## src/rtl/eirq_pkg.sv

```systemverilog
// Package: shared constants and types for the external interrupt router.
// Assumes a 32-bit register data path and the fixed field layout below.
package eirq_pkg;
    localparam int DATA_W    = 32;
    localparam int VEC_W     = 16;
    localparam int PRIO_W    = 4;
    localparam int PRIO_LSB  = 16;
    localparam int POL_BIT   = 24;
    localparam int SENSE_BIT = 25;
    localparam int MASK_BIT  = 31;

    typedef enum logic [1:0] {
        DEST_CORE = 2'b00,
        DEST_PIN  = 2'b01,
        DEST_CRIT = 2'b10,
        DEST_NONE = 2'b11
    } dest_e;

    typedef struct packed {
        logic              mask;
        logic              sense;
        logic              pol;
        logic [PRIO_W-1:0] prio;
        logic [VEC_W-1:0]  vec;
        dest_e             dest;
    } src_cfg_t;

    // Packs a configuration into its register word.
    function automatic logic [DATA_W-1:0] cfg_to_word(input src_cfg_t c);
        logic [DATA_W-1:0] w;
        w = '0;
        w[VEC_W-1:0]                 = c.vec;
        w[PRIO_LSB +: PRIO_W]        = c.prio;
        w[POL_BIT]                   = c.pol;
        w[SENSE_BIT]                 = c.sense;
        w[MASK_BIT]                  = c.mask;
        return w;
    endfunction
endpackage

```

## src/rtl/eirq_src_ctrl.sv

```systemverilog
// One interrupt source: synchronises its pin, qualifies it by polarity and
// sense, keeps the edge pending flag and splits the request by route.
// Assumes the pin is asynchronous and the ack strobe is one cycle wide.
module eirq_src_ctrl
    import eirq_pkg::*;
#(
    parameter int SYNC_STAGES = 2
) (
    input  logic     clk,
    input  logic     rst_n,
    input  logic     pin_i,
    input  src_cfg_t cfg_i,
    input  logic     ack_i,
    output logic     core_req_o,
    output logic     crit_req_o,
    output logic     pin_req_o
);
    logic [SYNC_STAGES-1:0] sync_q;
    logic                   prev_q;
    logic                   edge_pend_q;
    logic                   synced;
    logic                   active;
    logic                   edge_hit;
    logic                   pending;

    assign synced = sync_q[SYNC_STAGES-1];

    // Pin synchroniser chain.
    always_ff @(posedge clk) begin
        if (!rst_n) begin
            sync_q <= '0;
        end else begin
            sync_q[0] <= pin_i;
            for (int k = 1; k < SYNC_STAGES; k++) begin
                sync_q[k] <= sync_q[k-1];
            end
        end
    end

    // Previous synchronised value for edge detection.
    always_ff @(posedge clk) begin
        if (!rst_n) prev_q <= 1'b0;
        else        prev_q <= synced;
    end

    // Polarity and edge qualification.
    always_comb begin
        active   = cfg_i.pol ? synced : ~synced;
        edge_hit = cfg_i.pol ? (synced & ~prev_q) : (~synced & prev_q);
    end

    // Edge pending latch: a new edge wins over a same-cycle acknowledge.
    always_ff @(posedge clk) begin
        if (!rst_n)             edge_pend_q <= 1'b0;
        else if (cfg_i.sense)   edge_pend_q <= 1'b0;
        else if (edge_hit)      edge_pend_q <= 1'b1;
        else if (ack_i)         edge_pend_q <= 1'b0;
    end

    // Route the pending state to one destination.
    always_comb begin
        pending    = cfg_i.sense ? active : edge_pend_q;
        core_req_o = pending && (cfg_i.dest == DEST_CORE) && !cfg_i.mask
                     && (cfg_i.prio != '0);
        crit_req_o = cfg_i.sense && active && (cfg_i.dest == DEST_CRIT);
        pin_req_o  = cfg_i.sense && active && (cfg_i.dest == DEST_PIN);
    end
endmodule

```

## src/rtl/eirq_prio_arb.sv

```systemverilog
// Combinational priority selector over the core-line requests.
// Picks the strictly highest priority; the scan order favours low indices.
module eirq_prio_arb
    import eirq_pkg::*;
#(
    parameter int NUM_SRC = 12,
    parameter int IDX_W   = 4
) (
    input  logic [NUM_SRC-1:0]             req_i,
    input  logic [NUM_SRC-1:0][PRIO_W-1:0] prio_i,
    output logic                           valid_o,
    output logic [IDX_W-1:0]               idx_o,
    output logic [PRIO_W-1:0]              prio_o
);
    // Linear scan with strict compare keeps the first of equal priorities.
    always_comb begin
        valid_o = 1'b0;
        idx_o   = '0;
        prio_o  = '0;
        for (int i = 0; i < NUM_SRC; i++) begin
            if (req_i[i] && (!valid_o || (prio_i[i] > prio_o))) begin
                valid_o = 1'b1;
                idx_o   = IDX_W'(i);
                prio_o  = prio_i[i];
            end
        end
    end
endmodule

```

## src/rtl/eirq_cfg_regs.sv

```systemverilog
// Configuration storage and read mux for all sources and the spurious
// vector. Assumes word addresses; the acknowledge address is handled above.
module eirq_cfg_regs
    import eirq_pkg::*;
#(
    parameter int              NUM_SRC    = 12,
    parameter int              ADDR_W     = 5,
    parameter logic [VEC_W-1:0] SPUR_RESET = 16'hFFFF
) (
    input  logic                    clk,
    input  logic                    rst_n,
    input  logic                    wr_i,
    input  logic [ADDR_W-1:0]       addr_i,
    input  logic [DATA_W-1:0]       wdata_i,
    output src_cfg_t [NUM_SRC-1:0]  cfg_o,
    output logic [VEC_W-1:0]        spur_o,
    output logic [DATA_W-1:0]       rdata_o
);
    localparam int AIDX_W    = ADDR_W - 1;
    localparam int SPUR_ADDR = 2 * NUM_SRC;

    logic [AIDX_W-1:0] word_idx;
    logic              is_dest;

    assign word_idx = addr_i[ADDR_W-1:1];
    assign is_dest  = addr_i[0];

    // Per-source configuration writes.
    always_ff @(posedge clk) begin
        if (!rst_n) begin
            cfg_o <= '0;
        end else if (wr_i) begin
            for (int i = 0; i < NUM_SRC; i++) begin
                if (word_idx == AIDX_W'(i)) begin
                    if (is_dest) begin
                        cfg_o[i].dest <= dest_e'(wdata_i[1:0]);
                    end else begin
                        cfg_o[i].vec   <= wdata_i[VEC_W-1:0];
                        cfg_o[i].prio  <= wdata_i[PRIO_LSB +: PRIO_W];
                        cfg_o[i].pol   <= wdata_i[POL_BIT];
                        cfg_o[i].sense <= wdata_i[SENSE_BIT];
                        cfg_o[i].mask  <= wdata_i[MASK_BIT];
                    end
                end
            end
        end
    end

    // Spurious vector register.
    always_ff @(posedge clk) begin
        if (!rst_n)                                         spur_o <= SPUR_RESET;
        else if (wr_i && addr_i == ADDR_W'(SPUR_ADDR))      spur_o <= wdata_i[VEC_W-1:0];
    end

    // Read mux for configuration, route and spurious words.
    always_comb begin
        rdata_o = '0;
        for (int i = 0; i < NUM_SRC; i++) begin
            if (word_idx == AIDX_W'(i)) begin
                rdata_o = is_dest ? {{(DATA_W-2){1'b0}}, cfg_o[i].dest}
                                  : cfg_to_word(cfg_o[i]);
            end
        end
        if (addr_i == ADDR_W'(SPUR_ADDR)) begin
            rdata_o = {{(DATA_W-VEC_W){1'b0}}, spur_o};
        end
    end
endmodule

```

## src/rtl/ext_irq_router.sv

```systemverilog
// Top of the external interrupt router: per-source control, core-line
// arbitration, acknowledge handling and registered outputs.
// Assumes reg_rd_i and reg_wr_i are single-cycle strobes.
module ext_irq_router
    import eirq_pkg::*;
#(
    parameter int               NUM_SRC     = 12,
    parameter int               SYNC_STAGES = 2,
    parameter logic [15:0]      SPUR_RESET  = 16'hFFFF,
    parameter int               ADDR_W      = $clog2(2 * NUM_SRC + 2)
) (
    input  logic               clk,
    input  logic               rst_n,
    input  logic [NUM_SRC-1:0] irq_pin_i,
    input  logic               reg_wr_i,
    input  logic               reg_rd_i,
    input  logic [ADDR_W-1:0]  reg_addr_i,
    input  logic [31:0]        reg_wdata_i,
    output logic [31:0]        reg_rdata_o,
    output logic               core_irq_o,
    output logic               crit_irq_o,
    output logic               irq_out_o
);
    localparam int IDX_W    = (NUM_SRC > 1) ? $clog2(NUM_SRC) : 1;
    localparam int ACK_ADDR = 2 * NUM_SRC + 1;

    src_cfg_t [NUM_SRC-1:0]             cfg;
    logic [VEC_W-1:0]                   spur_vec;
    logic [DATA_W-1:0]                  regs_rdata;
    logic [NUM_SRC-1:0]                 core_req;
    logic [NUM_SRC-1:0]                 crit_req;
    logic [NUM_SRC-1:0]                 pin_req;
    logic [NUM_SRC-1:0]                 ack_sel;
    logic [NUM_SRC-1:0][PRIO_W-1:0]     prio_vec;
    logic                               arb_valid;
    logic [IDX_W-1:0]                   arb_idx;
    logic [PRIO_W-1:0]                  arb_prio;
    logic                               ack_hit;
    logic [VEC_W-1:0]                   ack_vec;

    eirq_cfg_regs #(
        .NUM_SRC    (NUM_SRC),
        .ADDR_W     (ADDR_W),
        .SPUR_RESET (SPUR_RESET)
    ) regs_i (
        .clk     (clk),
        .rst_n   (rst_n),
        .wr_i    (reg_wr_i),
        .addr_i  (reg_addr_i),
        .wdata_i (reg_wdata_i),
        .cfg_o   (cfg),
        .spur_o  (spur_vec),
        .rdata_o (regs_rdata)
    );

    assign ack_hit = reg_rd_i && (reg_addr_i == ADDR_W'(ACK_ADDR));

    for (genvar g = 0; g < NUM_SRC; g++) begin : g_src
        assign prio_vec[g] = cfg[g].prio;
        assign ack_sel[g]  = ack_hit && arb_valid && (arb_idx == IDX_W'(g));

        eirq_src_ctrl #(
            .SYNC_STAGES (SYNC_STAGES)
        ) src_i (
            .clk        (clk),
            .rst_n      (rst_n),
            .pin_i      (irq_pin_i[g]),
            .cfg_i      (cfg[g]),
            .ack_i      (ack_sel[g]),
            .core_req_o (core_req[g]),
            .crit_req_o (crit_req[g]),
            .pin_req_o  (pin_req[g])
        );
    end

    eirq_prio_arb #(
        .NUM_SRC (NUM_SRC),
        .IDX_W   (IDX_W)
    ) arb_i (
        .req_i   (core_req),
        .prio_i  (prio_vec),
        .valid_o (arb_valid),
        .idx_o   (arb_idx),
        .prio_o  (arb_prio)
    );

    // Vector of the winning source, or the spurious vector.
    always_comb begin
        ack_vec = spur_vec;
        for (int i = 0; i < NUM_SRC; i++) begin
            if (arb_valid && arb_idx == IDX_W'(i)) ack_vec = cfg[i].vec;
        end
    end

    // Registered read data.
    always_ff @(posedge clk) begin
        if (!rst_n)        reg_rdata_o <= '0;
        else if (reg_rd_i) reg_rdata_o <= ack_hit ? {{(DATA_W-VEC_W){1'b0}}, ack_vec}
                                                  : regs_rdata;
    end

    // Registered interrupt outputs.
    always_ff @(posedge clk) begin
        if (!rst_n) begin
            core_irq_o <= 1'b0;
            crit_irq_o <= 1'b0;
            irq_out_o  <= 1'b0;
        end else begin
            core_irq_o <= arb_valid;
            crit_irq_o <= |crit_req;
            irq_out_o  <= |pin_req;
        end
    end
endmodule

```

## config.mk

```make
export PLATFORM = sky130hd
export DESIGN_NAME = ext_irq_router
export DESIGN_NICKNAME = d
export VERILOG_FILES = /design/src/rtl/eirq_pkg.sv /design/src/rtl/eirq_src_ctrl.sv /design/src/rtl/eirq_prio_arb.sv /design/src/rtl/eirq_cfg_regs.sv /design/src/rtl/ext_irq_router.sv
export SDC_FILE = /design/constraint.sdc
export NUM_CORES = 1
export LEC_CHECK = 0
export BUFFER_PORTS_ARGS = -buffer_cell sky130_fd_sc_hd__buf_2
export CAP_MARGIN = 5
export CORE_MARGIN = 4
export CORE_UTILIZATION = 63
export DETAILED_ROUTE_END_ITERATION = 8
export PLACE_DENSITY = 0.93
export SLEW_MARGIN = 20
export SYNTH_ARGS = -nofsm -noshare
export SYNTH_HDL_FRONTEND = slang
export SYNTH_SLANG_ARGS = --single-unit
```

## constraint.sdc

```tcl
create_clock -name clk -period 26.6 [get_ports clk]
set_input_delay 1.33 -clock clk [delete_from_list [all_inputs] [get_ports clk]]
set_output_delay 1.33 -clock clk [all_outputs]
set_load 0.05 [all_outputs]
```

# --- After elaboration in Yosys (flattened, before gate mapping) ---
# Cells that the tools add are included.
word_totals:
  ff_bits: 399
  latchBits: 0
  ram_bits: 0
  mem_bits_ro: 0
  input_bits: 53
  output_inout_bits: 35
  elab_cells: 574
  n_memories: 0
classes:
  add_sub_neg: 0
  multipliers: 0
  div_mod_pow: 0
  order_cmp: 11
  eq_ne: 48
  shift: 0
  mux: 132
  bitwise_logic: 50
  reduce_logical: 220
op_table:
  columns: ["cell", "n"]
  rows:
  - ["32-bit 2-to-1 mux", 26]
  - ["16-bit 2-to-1 mux", 12]
  - ["1-bit logical AND", 110]
  - ["1-bit 2-to-1 mux", 73]
  - ["3-bit AND reduction", 24]
  - ["4-bit 2-to-1 mux", 15]
  - ["4-bit nonzero test", 12]
  - ["4-bit greater-than comparator", 11]
  - ["4-bit by 3-bit == test with 1-bit output, second input constant", 8]
  - ["4-bit == test, second input constant", 8]
  - ["1-bit NOT", 26]
  - ["1-bit bitwise AND", 24]
  - ["2-bit by 1-bit == test with 1-bit output, second input constant", 12]
  - ["2-bit == test, second input constant", 12]
  - ["2-bit zero test", 12]
  - ["2-bit nonzero test", 12]
  - ["12-bit OR reduction", 2]
  - ["2-bit OR reduction", 12]
  - ["1-bit zero test", 23]
  - ["4-bit by 2-bit == test with 1-bit output, second input constant", 4]
  - ["3-bit 2-to-1 mux", 4]
  - ["1-bit logical OR", 11]
  - ["5-bit == test, second input constant", 2]
  - ["4-bit by 1-bit == test with 1-bit output, second input constant", 2]
  - ["other kinds (2)", 4]

# --- Depth between registers and ports, before layout ---
# Gate-level depths: netlist of the first run.
logic_depth:
  word_depth: 66
  depth_mapped: 109
  mapped_depth_nobuf: 101

# --- Modules after synthesis ---
# A second synthesis of the first run with hierarchy kept.
unflattened:
  cells_unflattened: 2859
  hier_area_um2: 23359.9
modules_own_cells:
  columns: ["mod", "instances", "cells_each", "area_per_inst_um2", "seq_area_each_um2"]
  rows:
  - ["eirq_cfg_regs", 1, 1740, 14564.0, 6326.1]
  - ["ext_irq_router", 1, 563, 4110.2, 700.7]
  - ["eirq_src_ctrl", 12, 20, 200.2, 80.1]
  - ["eirq_prio_arb", 1, 316, 2283.4, 0.0]

# --- Least setup slack after synthesis of the first run ---
# OpenSTA, ideal clock, no wires.
synth_timing:
  path_type: "flip-flop to flip-flop"
  start: "register regs_i.cfg_o[1] in the netlist's numbering"
  end: "register reg_rdata_o[0]"
  setup_time_ns: 0.121
  t_arrival_ns: 20.127
  required_time_ns: 26.479
  path_slack_ns: 6.352
  stages_incl_launch_ff: 104
  n_path_buf: 10
  period_less_slack_ns: 20.248
  path_cell_list: "dfxtp_1 nor3_1 o41a_1 and2_1 nand2_1 ha_1 nor2b_1 o211ai_1 a21oi_1 nand2b_1 and2_1 o21ai_0 inv_1 ha_1 and4_1 a21o_1 a211o_4 mux2_2 [... 68 more ...] clkbuf_1 nor2_1 a21o_1 ha_1 nor2b_1 o21ai_0 nand2b_1 a21oi_1 a41o_1 a21o_1 nand2_1 or4_1 or4_1 or2_0 buf_2 buf_6 o221ai_1 a21oi_1"
synth_between:
  elab_chain_cells: 64
  elab_cells_between_ends: 119
  classes_between: "order compare (11); eq/ne (11); mux (47); reduce/logical (50)"
synth_rtl:
  columns: ["item", "line_no", "rtl"]
  rows:
  - ["start, declared", "eirq_cfg_regs.sv:15", "output src_cfg_t [NUM_SRC-1:0] cfg_o,"]
  - ["2-bit zero test *", "eirq_src_ctrl.sv:63", "core_req_o = pending && (cfg_i.dest == DEST_CORE) && !cfg_i.mask"]
  - ["1-bit logical AND * (2 in a row)", "eirq_src_ctrl.sv:63", null]
  - ["1-bit logical AND *", "eirq_src_ctrl.sv:64", "&& (cfg_i.prio != '0);"]
  - ["4-bit 2-to-1 mux or 1-bit 2-to-1 mux (tied branches)", "eirq_prio_arb.sv:21", "if (req_i[i] && (!valid_o || (prio_i[i] > prio_o))) begin"]
  - ["4-bit greater-than comparator or 1-bit zero test (tied branches)", "eirq_prio_arb.sv:21", null]
  - ["1-bit logical OR", "eirq_prio_arb.sv:21", null]
  - ["1-bit logical AND", "eirq_prio_arb.sv:21", null]
  - ["4-bit 2-to-1 mux or 1-bit 2-to-1 mux (tied branches)", "eirq_prio_arb.sv:21", null]
  - ["[... 37 more ...]", null, null]
  - ["1-bit logical OR", "eirq_prio_arb.sv:21", null]
  - ["1-bit logical AND", "eirq_prio_arb.sv:21", null]
  - ["4-bit 2-to-1 mux", "eirq_prio_arb.sv:21", null]
  - ["4-bit zero test", "ext_irq_router.sv:91", "if (arb_valid && arb_idx == IDX_W'(i)) ack_vec = cfg[i].vec;"]
  - ["1-bit logical AND", "ext_irq_router.sv:91", null]
  - ["16-bit 2-to-1 mux (11 in a row)", "ext_irq_router.sv:91", null]
  - ["16-bit 2-to-1 mux *", "ext_irq_router.sv:91", null]
  - ["32-bit 2-to-1 mux *", "ext_irq_router.sv:98", "else if (reg_rd_i) reg_rdata_o <= ack_hit ? {{(DATA_W-VEC_W){1'b0}}, ack_vec}"]
  - ["end signal, assigned", "ext_irq_router.sv:98", null]
  - ["end, declared", "ext_irq_router.sv:19", "output logic [31:0] reg_rdata_o,"]
# Every way passes the cells marked *; elsewhere a longest branch is shown, timed or not.
# A chain may end at the register's enable or synchronous reset.

# --- Worst setup path in the final report of the first run ---
# Ends and elaborated chain as after synthesis.

==> results of run 1 <==
-- layout by cell type (no fill, tap or decap), drive strengths merged, types with 18 or more instances in the layout --
cell type	Yosys	routed
o21a	31	31
ha	40	40
nand4	26	26
a21oi	104	104
nor2	92	92
clkbuf	188	69
dfxtp	390	390
buf	27	113
mux2i	60	60
a22oi	40	40
o21ai	95	95
a21boi	297	297
and2	53	53
inv	53	54
mux2	20	20
nand3	35	35
nor3	27	27
nor2b	32	32
nand3b	18	18
o211ai	27	27
nand2	702	702
and3	19	19
a221oi	66	66
-- metal layers --
metal | up-vias | global-route usage | routed length, microns
li1 | 9514 | - | -
met2 | 1798 | 0.648 | 33600
met3 | 567 | 0.103 | 10700
met4 | 0 | 0.348 | 8450
met5 | - | 0 | 0
met1 | 10100 | 0.510 | 27500
-- sequential cells by signal (all words and copies together), names as in the netlist --
name / count
core_irq_o: 1
crit_irq_o: 1
g_src.src_i.edge_pend_q: 12
g_src.src_i.prev_q: 12
g_src.src_i.sync_q: 24
irq_out_o: 1
reg_rdata_o: 23
regs_i.cfg_o: 300
regs_i.spur_o: 16
-- final cells by class --
cell class / instances / area (sq um)
clock buffers: 68 / 1300
repair buffers: 114 / 692
flip-flops and latches: 390 / 7810
fillers: 2690 / 9830
inverters: 53 / 199
clock inverters: 8 / 108
multi-input cells: 2050 / 12400
well taps: 442 / 553
diodes: 2 / 5.00
-- power breakdown --
| group | leakage, uW | switching, uW | total (uW) | internal (uW) |
|---|---|---|---|---|
| sequential | 0.00315 | 6.77 | 598 | 592 |
| combinational | 0.00427 | 56.7 | 81.0 | 24.2 |
| clock | 0.000688 | 247 | 601 | 354 |
-- per-stage QoR --
step	setup slack (ns)	area (sq um)	power, uW	util
finish	3.53	23000	1280	0.701
global route	2.39	23000	1310	0.701
CTS	4.23	23000	1270	0.700
detailed placement	4.34	21600	687	0.657
global placement	4.63	21600	685	0.657
floorplan	6.35	21200	663	-
-- path summary, 6_finish.rpt --
path,start,end,slack (ns),depth (start not counted)
min reg2reg,g_src[7].src_i.sync_q[0]$_SDFF_PN0_,g_src[7].src_i.sync_q[1]$_SDFF_PN0_,0.44,1
min,g_src[7].src_i.sync_q[0]$_SDFF_PN0_,g_src[7].src_i.sync_q[1]$_SDFF_PN0_,0.44,1
max reg2reg,regs_i.cfg_o[1]$_SDFFE_PN0P_,reg_rdata_o[0]$_SDFFE_PN0P_,3.53,100
max,regs_i.cfg_o[1]$_SDFFE_PN0P_,reg_rdata_o[0]$_SDFFE_PN0P_,3.53,100
-- logic make-up after synthesis --
| group | synth area share |
|---|---|
| XOR/XNOR | 0.00166 |
| other | 0.000177 |
| adder cells (fa/ha/maj) | 0.0242 |
| flip-flops | 0.369 |
| multiplexers | 0.0392 |
| buffers and inverters | 0.0509 |
| AND/OR/NAND/NOR | 0.223 |
| AO/OA/AOI/OAI | 0.292 |
==> reports/results.ini, run 1 <==
[worst_setup_path]
critPathKind=flip-flop to flip-flop
cp.required_ns=27.04
end_kind=flip-flop
cp-start-kind=flip-flop
cp.arrival_ns=23.51
cpMostUsedCell=a21oi_1
crit_family=compound AO/OA/AOI/OAI gates
critical_path.max_stage_delay_ns=0.89
crit_path_max_fanout=26
critPathBufInv=11
cpMaxStageDelayCell=and2_1

[timing]
min_period_ns=23.07
rsz0062_at_grt=false
finalSetupTns_ns=0
tightest_slew_ns=1.28
finalCritPeriodShare=0.867
finalSetupViolations=0
hold_viol=0
report.final.slew_viol_count=0
max_freq_mhz=43.3
finalClockSkew_ns=0.0250
whs_ns=0.438
max_slew_margin=0.141

[floorplan]
io_pins=88
core_sq_um=32900
start_util=0.644
dieArea_sq_um=36600
die_y_microns=191
rows=66
die_x_microns=191

[routing]
drt-vias-per-instance=7.03
antenna_left=0
wire_per_inst_microns=25.7
drt_iter0_markers=3842
dr.pass1.iters=8
wl_microns=80200
num_vias=22000
drc=0

[power_and_ir_drop]
ir_drop_v=0.0000570
p_leak_uw=0.00812
pwr_density_cell_nw_per_um2=55.6

[grt]
grt_pass1_wl_microns=121000
grt.total_usage=0.426
grt.overflow.total=0
antenna_found_initial=1
grt_max_degree=199
grt_pass1_vias=21000

[yosys]
syn_area_sq_um=21200
syn_area_per_cell_sq_um=7.84
synth_top_area_share=0.369
synth-seq-area-share=0.369
ys.flop_type=dfxtp_1
synthCells=2700
yosys_register_bits=390
yosysMostFrequentCell=nand2_1
synth-edff-count=0
async_reset_ff_frac=0
synthTopCellsByArea=dfxtp_1 (37%), nand2_1 (12%), a21boi_0 (11%)
synth_top_area_cell=dfxtp_1
yosys-top-cells-count=nand2_1 (701), dfxtp_1 (390), a21boi_0 (297)
yosys_warnings=0
synth_cell_type_count=86

[placed_design]
placed_cells=3049
portBuffers=69
hpwlAfterDp_microns=53300
gp_congestion=1.02

[cts]
cts-htree-levels=2
cts_tree=done
cts_root_buf=clkbuf_16
clockBufferDepth=3
cts.hold.buffers_added=0
clk_pin_slew_ns=0.06
cts.sinks=390
cts_made_buffers=43
cts_setup_buffers=0
cts_resized=0
clkLatencyLatePin_ns=0.57

[final_layout]
fin_nets=2745
area_growth_pct=8.87
fin_cells=3127
layout-drive-gt1-share=0.0854

[min_path]
hp-class=flip-flop to flip-flop

[outcome]
status=finished clean

[run]
max_cap_violations=0

(Power assumes the default switching activity.)
==> run 2, diff against run 1 <==
RECOVER_POWER = 100   (was not set)
==> run 2 against run 1 <==
Compared with the run above: register-to-register slack worse by 0.95 ns; critical path depth is 2 lower; largest cell class unchanged; critical path type unchanged; via count is 0.60% lower; global-route usage stayed put; maximum frequency is 4.0% lower; clock power hardly changed; sequential power hardly changed; count of clock-buffer cells in the layout stayed put; the run now ends with capacitance limit, slew limit left; die area stayed put; design area is 0.32% lower.
==> reports/results.ini, run 2 (synthesis gave the netlist of run 1 again) <==
[final_layout]
final_common_cell=nand2_1  ; unchanged
reg.largest.list=regs_i.cfg_o x300, g_src.src_i.sync_q x24, reg_rdata_o x23  ; unchanged
final_cell_mix=nand2_1 (699), dfxtp_1 (390), a21boi_0 (297), a21oi_1 (103), nor2_1 (90)  ; unchanged
top_register=regs_i.cfg_o  ; unchanged
nFillCells=2715  ; was 2690
layout-drive-gt1-share=0.0719  ; was 0.0854
largest_reg_flops=300  ; unchanged
area_growth_pct=8.53  ; was 8.87%
fin_nets=2745  ; unchanged

[worst_setup_path]
cp-start-kind=flip-flop  ; unchanged
end_kind=flip-flop  ; unchanged
crit_path_max_fanout=26  ; unchanged
cpMaxStageDelayCell=and2_0  ; was and2_1
cp.arrival_ns=24.46  ; was 23.51 ns
cpMostUsedCell=a21oi_1  ; unchanged
critical_path.max_stage_delay_ns=1.18  ; was 0.89 ns
critPathKind=flip-flop to flip-flop  ; unchanged
cp.required_ns=27.04  ; about the same

[outcome]
status=finished, violations left  ; was finished clean
violations=capacitance limit, slew limit

[routing]
wire_per_inst_microns=25.6  ; was 25.7 microns
dr.pass1.iters=7  ; was 8
drt_iter0_markers=3759  ; was 3842
drc=0  ; unchanged
wl_microns=80000  ; was 80200 microns
antenna_left=0  ; unchanged
drt-vias-per-instance=6.99  ; was 7.03
num_vias=21900  ; was 22000

[grt]
grt.total_usage=0.426  ; unchanged
antenna_found_initial=1  ; unchanged
grt_pass1_wl_microns=121000  ; unchanged
grt_max_degree=199  ; unchanged
grt.overflow.total=0  ; unchanged
grt_pass1_vias=21000  ; unchanged

[cts]
cts-htree-levels=2  ; unchanged
clk_pin_slew_ns=0.06  ; about the same
cts.hold.buffers_added=0  ; unchanged
cts_tree=done  ; unchanged
cts_made_buffers=43  ; unchanged
clockBufferDepth=3  ; unchanged
cts_root_buf=clkbuf_16  ; unchanged
cts.sinks=390  ; unchanged
cts_setup_buffers=0  ; unchanged
clkLatencyLatePin_ns=0.57  ; about the same
cts_resized=0  ; unchanged

[timing]
finalCritPeriodShare=0.903  ; was 0.867
rsz0062_at_grt=false  ; unchanged
tightest_slew_ns=7.34  ; was 1.28 ns
finalSetupTns_ns=0  ; unchanged
setup_ws_ns=2.58  ; was 3.53 ns
max_slew_margin=-3.89  ; was 0.141
max_freq_mhz=41.6  ; was 43.3 MHz
finalSetupViolations=0  ; unchanged
min_period_ns=24.02  ; was 23.07 ns
hold_viol=0  ; unchanged
finalClockSkew_ns=0.0248  ; was 0.0250 ns
report.final.slew_viol_count=409  ; was 0

[power_and_ir_drop]
pwr_density_cell_nw_per_um2=55.9  ; was 55.6 nW/um^2
p_leak_uw=0.00796  ; was 0.00812 uW
ir_drop_v=0.0000569  ; was 0.0000570 V

[placed_design]
portBuffers=69  ; unchanged
place_ws_ns=4.34  ; unchanged
gp_congestion=1.02  ; unchanged
hpwlAfterDp_microns=53300  ; unchanged

[floorplan]
dieArea_sq_um=36600  ; unchanged
io_pins=88  ; unchanged
rows=66  ; unchanged
core_sq_um=32900  ; unchanged
die_x_microns=191  ; unchanged
die_y_microns=191  ; unchanged
start_util=0.644  ; unchanged

[min_path]
hp-class=flip-flop to flip-flop  ; unchanged

[run]
max_cap_violations=4  ; was 0

[run 2: metal layers]
| metal | up-vias | global-route usage | share of wire |
|---|---|---|---|
| li1 | 9521 | - | - |
| met1 | 9976 | 0.510 | 0.34 |
| met2 | 1795 | 0.648 | 0.42 |
| met3 | 559 | 0.103 | 0.14 |
| met4 | 0 | 0.348 | 0.10 |
| met5 | - | 0 | 0 |
[run 2: worst max-delay path, delay by kind of cell (launching register included)]
kind	cells	cell delay, ns
simple gates	27	6.50
buf+inv	10	2.22
mux	6	2.06
flops	1	0.35
fa+ha+maj	12	3.54
compound gates	43	9.18
[run 2: worst paths after layout]
path	start	end	slack, ns	cells past startpoint
min	g_src[6].src_i.sync_q[0]$_SDFF_PN0_	g_src[6].src_i.sync_q[1]$_SDFF_PN0_	0.44	1
max	regs_i.cfg_o[1]$_SDFFE_PN0P_	reg_rdata_o[0]$_SDFFE_PN0P_	2.58	98
max reg2reg	regs_i.cfg_o[1]$_SDFFE_PN0P_	reg_rdata_o[0]$_SDFFE_PN0P_	2.58	98
min reg2reg	g_src[6].src_i.sync_q[0]$_SDFF_PN0_	g_src[6].src_i.sync_q[1]$_SDFF_PN0_	0.44	1
[run 2: final cells by class]
cell class | instances | area, sq um | share of cell area
multi-input combinational | 2050 | 12400 | 0.538
clock inverter | 8 | 108 | 0.00469
tap | 442 | 553 | 0.0241
inverter | 53 | 199 | 0.00866
timing repair buffer | 114 | 631 | 0.0275
clock buffer | 68 | 1300 | 0.0567
antenna | 3 | 7.51 | 0.000327
sequential | 390 | 7810 | 0.340
[run 2: report_power, final]
part           switching, uW  internal (uW)
Sequential              6.78            592
Combinational           56.6           27.5
Clock                    247            354
Total                    311            974
[run 2: stage by stage]
stage | cells | area [sq um] | hold WS (ns) | util | power [uW]
2_1_floorplan | 2708 | 21200 | 0.412 | - | 663
6_report | 3128 | 23000 | 0.436 | 0.699 | 1280
5_1_grt | 3125 | 23000 | 0.451 | 0.698 | 1310
4_1_cts | 3125 | 23000 | 0.441 | 0.700 | 1270
3_5_place_dp | 3049 | 21600 | 0.419 | 0.657 | 687
3_3_place_gp | 3049 | 21600 | 0.422 | 0.657 | 685
